[config.mk]
export PLATFORM = sky130hd
export DESIGN_NAME = inv_ctrl
export DESIGN_NICKNAME = d
export VERILOG_FILES = /design/src/rtl/inv_pkg.sv /design/src/rtl/inv_filter.sv /design/src/rtl/inv_seq.sv /design/src/rtl/inv_hold.sv /design/src/rtl/inv_ctrl.sv
export SDC_FILE = /design/constraint.sdc
export NUM_CORES = 1
export LEC_CHECK = 0
export BUFFER_PORTS_ARGS = -buffer_cell sky130_fd_sc_hd__buf_2
export CORE_MARGIN = 8
export CORE_UTILIZATION = 48
export CTS_BUF_LIST = sky130_fd_sc_hd__clkbuf_4 sky130_fd_sc_hd__clkbuf_8 sky130_fd_sc_hd__clkbuf_16
export CTS_CLUSTER_DIAMETER = 30
export DETAILED_ROUTE_END_ITERATION = 7
export PLACE_DENSITY = 0.87
export SLEW_MARGIN = 20
export SYNTH_ARGS = -nofsm -noshare
export SYNTH_HDL_FRONTEND = slang
export SYNTH_SLANG_ARGS = --single-unit
[constraint.sdc]
create_clock -name clk -period 5.3 [get_ports clk]
set_input_delay 0.265 -clock clk [delete_from_list [all_inputs] [get_ports clk]]
set_output_delay 0.265 -clock clk [all_outputs]
set_load 0.01 [all_outputs]
[src/rtl/inv_pkg.sv]
package inv_pkg;
  // First message-signalled interrupt ID
  localparam int unsigned MSI_FIRST = 8192;

  typedef enum logic [1:0] {
    ST_IDLE  = 2'd0,
    ST_ISSUE = 2'd1,
    ST_WAIT  = 2'd2
  } inv_state_e;
endpackage

[src/rtl/inv_filter.sv]
module inv_filter #(
  parameter int unsigned ID_W  = 16,
  parameter int unsigned VPE_W = 2,
  localparam int unsigned NUM_VPE = 1 << VPE_W
) (
  input  logic                      op_all,
  input  logic                      op_virt,
  input  logic [VPE_W-1:0]          op_vpe,
  input  logic [ID_W-1:0]           op_id,
  input  logic [NUM_VPE*ID_W-1:0]   vpe_id_limit,
  output logic                      op_keep
);
  import inv_pkg::*;

  logic [ID_W-1:0] limit_arr [NUM_VPE];

  for (genvar k = 0; k < NUM_VPE; k++) begin : g_lim
    assign limit_arr[k] = vpe_id_limit[k*ID_W +: ID_W];
  end

  logic [31:0] id_ext;
  logic [31:0] lim_ext;
  logic        below_msi;
  logic        above_lim;

  always_comb begin
    id_ext    = 32'(op_id);
    lim_ext   = 32'(limit_arr[op_vpe]);
    below_msi = id_ext < MSI_FIRST;
    above_lim = id_ext >= lim_ext;
    op_keep   = op_all || !op_virt || !(below_msi || above_lim);
  end
endmodule

[src/rtl/inv_seq.sv]
module inv_seq (
  input  logic clk,
  input  logic rst_n,
  input  logic start,
  input  logic ack,
  output logic load,
  output logic req,
  output logic busy
);
  import inv_pkg::*;

  inv_state_e state_q;
  inv_state_e state_d;

  always_comb begin
    state_d = state_q;
    load    = 1'b0;
    unique case (state_q)
      ST_IDLE: begin
        if (start) begin
          state_d = ST_ISSUE;
          load    = 1'b1;
        end
      end
      ST_ISSUE: state_d = ST_WAIT;
      ST_WAIT:  if (ack) state_d = ST_IDLE;
      default:  state_d = ST_IDLE;
    endcase
  end

  always_ff @(posedge clk or negedge rst_n) begin
    if (!rst_n) state_q <= ST_IDLE;
    else        state_q <= state_d;
  end

  assign req  = (state_q == ST_ISSUE);
  assign busy = (state_q != ST_IDLE);
endmodule

[src/rtl/inv_hold.sv]
module inv_hold #(
  parameter int unsigned ID_W  = 16,
  parameter int unsigned VPE_W = 2
) (
  input  logic             clk,
  input  logic             rst_n,
  input  logic             en,
  input  logic             d_all,
  input  logic             d_virt,
  input  logic [VPE_W-1:0] d_vpe,
  input  logic [ID_W-1:0]  d_id,
  output logic             q_all,
  output logic             q_virt,
  output logic [VPE_W-1:0] q_vpe,
  output logic [ID_W-1:0]  q_id
);
  logic [VPE_W-1:0] vpe_n;
  logic [ID_W-1:0]  id_n;

  always_comb begin
    vpe_n = d_virt ? d_vpe : '0;
    id_n  = d_all  ? '0    : d_id;
  end

  always_ff @(posedge clk or negedge rst_n) begin
    if (!rst_n) begin
      q_all  <= 1'b0;
      q_virt <= 1'b0;
      q_vpe  <= '0;
      q_id   <= '0;
    end else if (en) begin
      q_all  <= d_all;
      q_virt <= d_virt;
      q_vpe  <= vpe_n;
      q_id   <= id_n;
    end
  end
endmodule

[src/rtl/inv_ctrl.sv]
module inv_ctrl #(
  parameter int unsigned ID_W  = 16,
  parameter int unsigned VPE_W = 2,
  localparam int unsigned NUM_VPE = 1 << VPE_W
) (
  input  logic                    clk,
  input  logic                    rst_n,
  input  logic                    wr_valid,
  input  logic                    wr_all,
  input  logic                    wr_virt,
  input  logic [VPE_W-1:0]        wr_vpe,
  input  logic [ID_W-1:0]         wr_id,
  input  logic [NUM_VPE*ID_W-1:0] vpe_id_limit,
  output logic                    busy,
  output logic                    inv_req,
  output logic                    inv_all,
  output logic                    inv_virt,
  output logic [VPE_W-1:0]        inv_vpe,
  output logic [ID_W-1:0]         inv_id,
  input  logic                    inv_ack
);
  logic keep;
  logic start;
  logic load;

  inv_filter #(.ID_W(ID_W), .VPE_W(VPE_W)) u_filter (
    .op_all       (wr_all),
    .op_virt      (wr_virt),
    .op_vpe       (wr_vpe),
    .op_id        (wr_id),
    .vpe_id_limit (vpe_id_limit),
    .op_keep      (keep)
  );

  assign start = wr_valid && keep;

  inv_seq u_seq (
    .clk   (clk),
    .rst_n (rst_n),
    .start (start),
    .ack   (inv_ack),
    .load  (load),
    .req   (inv_req),
    .busy  (busy)
  );

  inv_hold #(.ID_W(ID_W), .VPE_W(VPE_W)) u_hold (
    .clk    (clk),
    .rst_n  (rst_n),
    .en     (load),
    .d_all  (wr_all),
    .d_virt (wr_virt),
    .d_vpe  (wr_vpe),
    .d_id   (wr_id),
    .q_all  (inv_all),
    .q_virt (inv_virt),
    .q_vpe  (inv_vpe),
    .q_id   (inv_id)
  );
endmodule

==> impl_metrics.py <==
metrics = {
    "synth": {
        "postSynthCellCount": 148,
        "synthArstFlopShare": 1.000,
        "syn_area_per_cell_um2": 12.64,
        "synth_common_cells": "dfrtp_1 (22), inv_1 (18), mux2_4 (17), ha_1 (16), mux4_2 (16)",
        "yosysSeqAreaShare": 0.2943,
        "synth.net_count": 252,
        "netlist_area_mm2": 0.001871,
        "yosysMostFrequentCell": "dfrtp_1",
        "synth_cell_types": 35,
        "synth-edff-count": 0,
        "ys_seq_elements": 22,
        "synth_top_area_cell": "dfrtp_1",
        "synth_ff_type": "dfrtp_1",
        "ys_top_cells_by_area": "dfrtp_1 (29%), mux4_2 (19%), mux2_4 (14%)",
        "ys_warn_count": 0,
        "synth_top_area_frac": 0.2943,
    },
    "place": {
        "port_buffers": 109,
        "dp_cells": 298,
        "post-place-ws_ns": 1.494,
        "place_congestion": 0.8352,
        "post-dp-hpwl_um": 4410,
    },
    "hold_path": {
        "whs_path_depth": 2,
        "hold_class": "in -> reg",
        "min_delay_worst_endpoint": "u_hold.q_virt",
        "min_from": "wr_virt",
    },
    "power": {
        "leakagePower_nw": 1.352,
        "power.switching_mw": 0.2990,
        "pwr-share-comb": 0.522,
        "p_int_mw": 0.5731,
        "p_per_area_mw_per_mm2": 351.5,
        "seqPwrFrac": 0.343,
        "p_sw_frac": 0.3428,
        "clkPwrFrac": 0.135,
        "peakVddDrop_mv": 0.1538,
    },
    "cells_and_area": {
        "drive_gt1_frac": 0.6196,
        "n_antenna_cell": 0,
        "instances_no_fill": 303,
        "utilization": 0.6677,
        "fin_nets": 360,
        "area_growth_syn_to_layout_pct": 32.64,
        "fillers": 315,
    },
    "detailed_routing": {
        "dr.pass1.iters": 4,
        "antenna_left": 0,
        "drtIter0Drc": 55,
        "vias": 1552,
        "avgViaCountPerCell": 5.122,
        "wirelength_um": 4992,
        "drc": 0,
        "wl_per_cell_um": 16.48,
    },
    "setup_path": {
        "path_class": "in -> reg",
        "cp_max_fo": 20,
        "worst-path-buf-inv": 2,
        "worstReg2RegEnd": "u_hold.q_id[2]",
        "crit_family": "simple AND/OR/NAND/NOR gates",
        "crit_required_ns": 5.45,
        "crit_path_max_incr_delay_ns": 0.57,
        "endpoint_kind": "flip-flop",
        "arrival_ns": 3.64,
        "crit_chain": "buf_2 > mux4_2 > inv_1 > ha_1 > a21o_1 > a2111oi_4 > nand2_1 > or4_4 > nand2_2 > mux2_4",
        "critPathLaunchType": "input port",
        "slowest_stage": "mux4_2",
        "r2r_start": "u_seq.state_q[0]",
        "rr_worst_depth": 6,
        "r2r_slack_ns": 2.79,
    },
    "grt": {
        "grt_pass1_wl_um": 8493,
        "grt_max_degree": 23,
        "antenna_found_initial": 0,
        "grtUsageTotal": 0.1675,
        "grt.overflow.total": 0,
        "grt_pass1_vias": 1829,
    },
    "timing": {
        "worst_pin_slew_ns": 0.6086,
        "drv_slew": 0,
        "fin_worst_skew_ns": 0.002134,
        "period_needed_ns": 3.493,
        "tns_ns": 0,
        "final_hold_viol_count": 0,
        "finalSetupViolations": 0,
        "relSlewSlack": 0.5928,
        "rsz0062_at_grt": "no",
        "post-route-period-util": 0.6590,
        "fmax_ghz": 0.2863,
        "fin_ws_ns": 1.807,
    },
    "clock_tree": {
        "clock_tree.buffer_depth": 2,
        "cts_tree": "done",
        "cts.sinks": 22,
        "post_cts_buffers": 0,
        "numCtsBuffers": 3,
        "cts_root_buf": "clkbuf_8",
        "h-tree-depth": 1,
        "clkTransAtPathRegs_ns": 0.07,
        "clock_latency_ns": 0.26,
    },
    "status": {
        "run_status": "complete, no violations",
    },
    "floorplan": {
        "die_area_mm2": 0.006150,
        "ios": 110,
        "dieWidth_um": 78.43,
        "rows": 22,
        "core_mm2": 0.003716,
        "die_h_um": 78.43,
        "start_util": 0.5034,
    },
    "flow_run": {
        "drv_cap": 0,
    },
}
[per-stage QoR]
step                hold slack [ns]  power (mW)  instance area, um2
floorplan                  -0.03059      0.6230                1871
global placement             0.2452      0.7489                2416
detailed placement           0.2446      0.7634                2416
CTS                          0.2931      0.8842                2481
global route                 0.3055      0.9346                2481
finish                       0.3034      0.8721                2481
[registers in the layout, summed over array words and instances, names as in the netlist]
| register | cells |
|---|---|
| u_hold.q_id | 16 |
| u_seq.state_q | 2 |
| u_hold.q_all | 1 |
| u_hold.q_virt | 1 |
| u_hold.q_vpe | 2 |
[timing repair]
action / CTS / global route
hold buffers: 1 / 0
hold endpoints to repair: 22 / 0
gates resized for setup: 0 / 0
[per-layer routing]
metal / track usage / routed length [um] / vias up
met3: 0.05581 / 476 / 5
met4: 0.05000 / 52 / 0
met2: 0.2875 / 2381 / 82
met1: 0.1928 / 2082 / 703
li1: - / - / 762
met5: 0 / 0 / -
[final cells by class]
type / instances / area (um2) / share of cell area
Timing Repair Buffer: 110 / 555.5 / 0.2239
Multi-Input combinational cell: 101 / 1192 / 0.4806
Tap cell: 48 / 60.06 / 0.02421
Clock buffer: 4 / 55.05 / 0.02219
Inverter: 18 / 67.56 / 0.02723
Sequential cell: 22 / 550.5 / 0.2219
[worst max path at each step]
stage	from	endpoint	slack, ns	depth (start not counted)
2_1_floorplan	wr_vpe[0]	u_hold.q_id[0]	1.63	12
3_3_place_gp	wr_vpe[0]	u_hold.q_id[1]	1.59	10
3_5_place_dp	wr_vpe[0]	u_hold.q_id[2]	1.49	10
4_1_cts	wr_vpe[0]	u_hold.q_id[2]	1.77	10
5_1_grt	wr_vpe[0]	u_hold.q_id[2]	1.57	10
6_report	wr_vpe[0]	u_hold.q_id[2]	1.81	10
[worst reg2reg max path, stage by stage (launching register included)]
cell,delay (ns)
dfrtp_1,0.39
or2_1,0.29
a2111oi_4,0.22
nand2_1,0.10
or4_4,0.56
nand2_2,0.48
mux2_4,0.36
[kinds of logic after synthesis]
group | Yosys count | synth area share
AO/OA/AOI/OAI | 16 | 0.07425
adder cells (fa/ha/maj) | 16 | 0.1070
AND/OR/NAND/NOR | 36 | 0.1271
buffers and inverters | 25 | 0.06822
multiplexers | 33 | 0.3291
flip-flops | 22 | 0.2943
[power by group through the flow]
stage	Clock [mW]	Sequential, mW	Combinational, mW
after floorplan	0	0.329	0.294
after global placement	0	0.298	0.450
after detailed placement	0	0.300	0.463
after CTS	0.119	0.300	0.465
after global routing	0.126	0.309	0.499
final	0.118	0.299	0.456
[layout by cell type (no fill, tap or decap), types with 2 or more instances in the layout]
cell and instances:
a21o_1 2, a21oi_1 3, a32o_1 3, and2_1 2, and2b_2 7, buf_2 109
clkbuf_8 4, dfrtp_1 22, ha_1 16, inv_1 18, mux2_4 17, mux4_2 16
nand2_1 3, nand4_1 2, nor2_1 2, nor2b_1 9, o21ai_0 2
(Power assumes the default switching activity.)
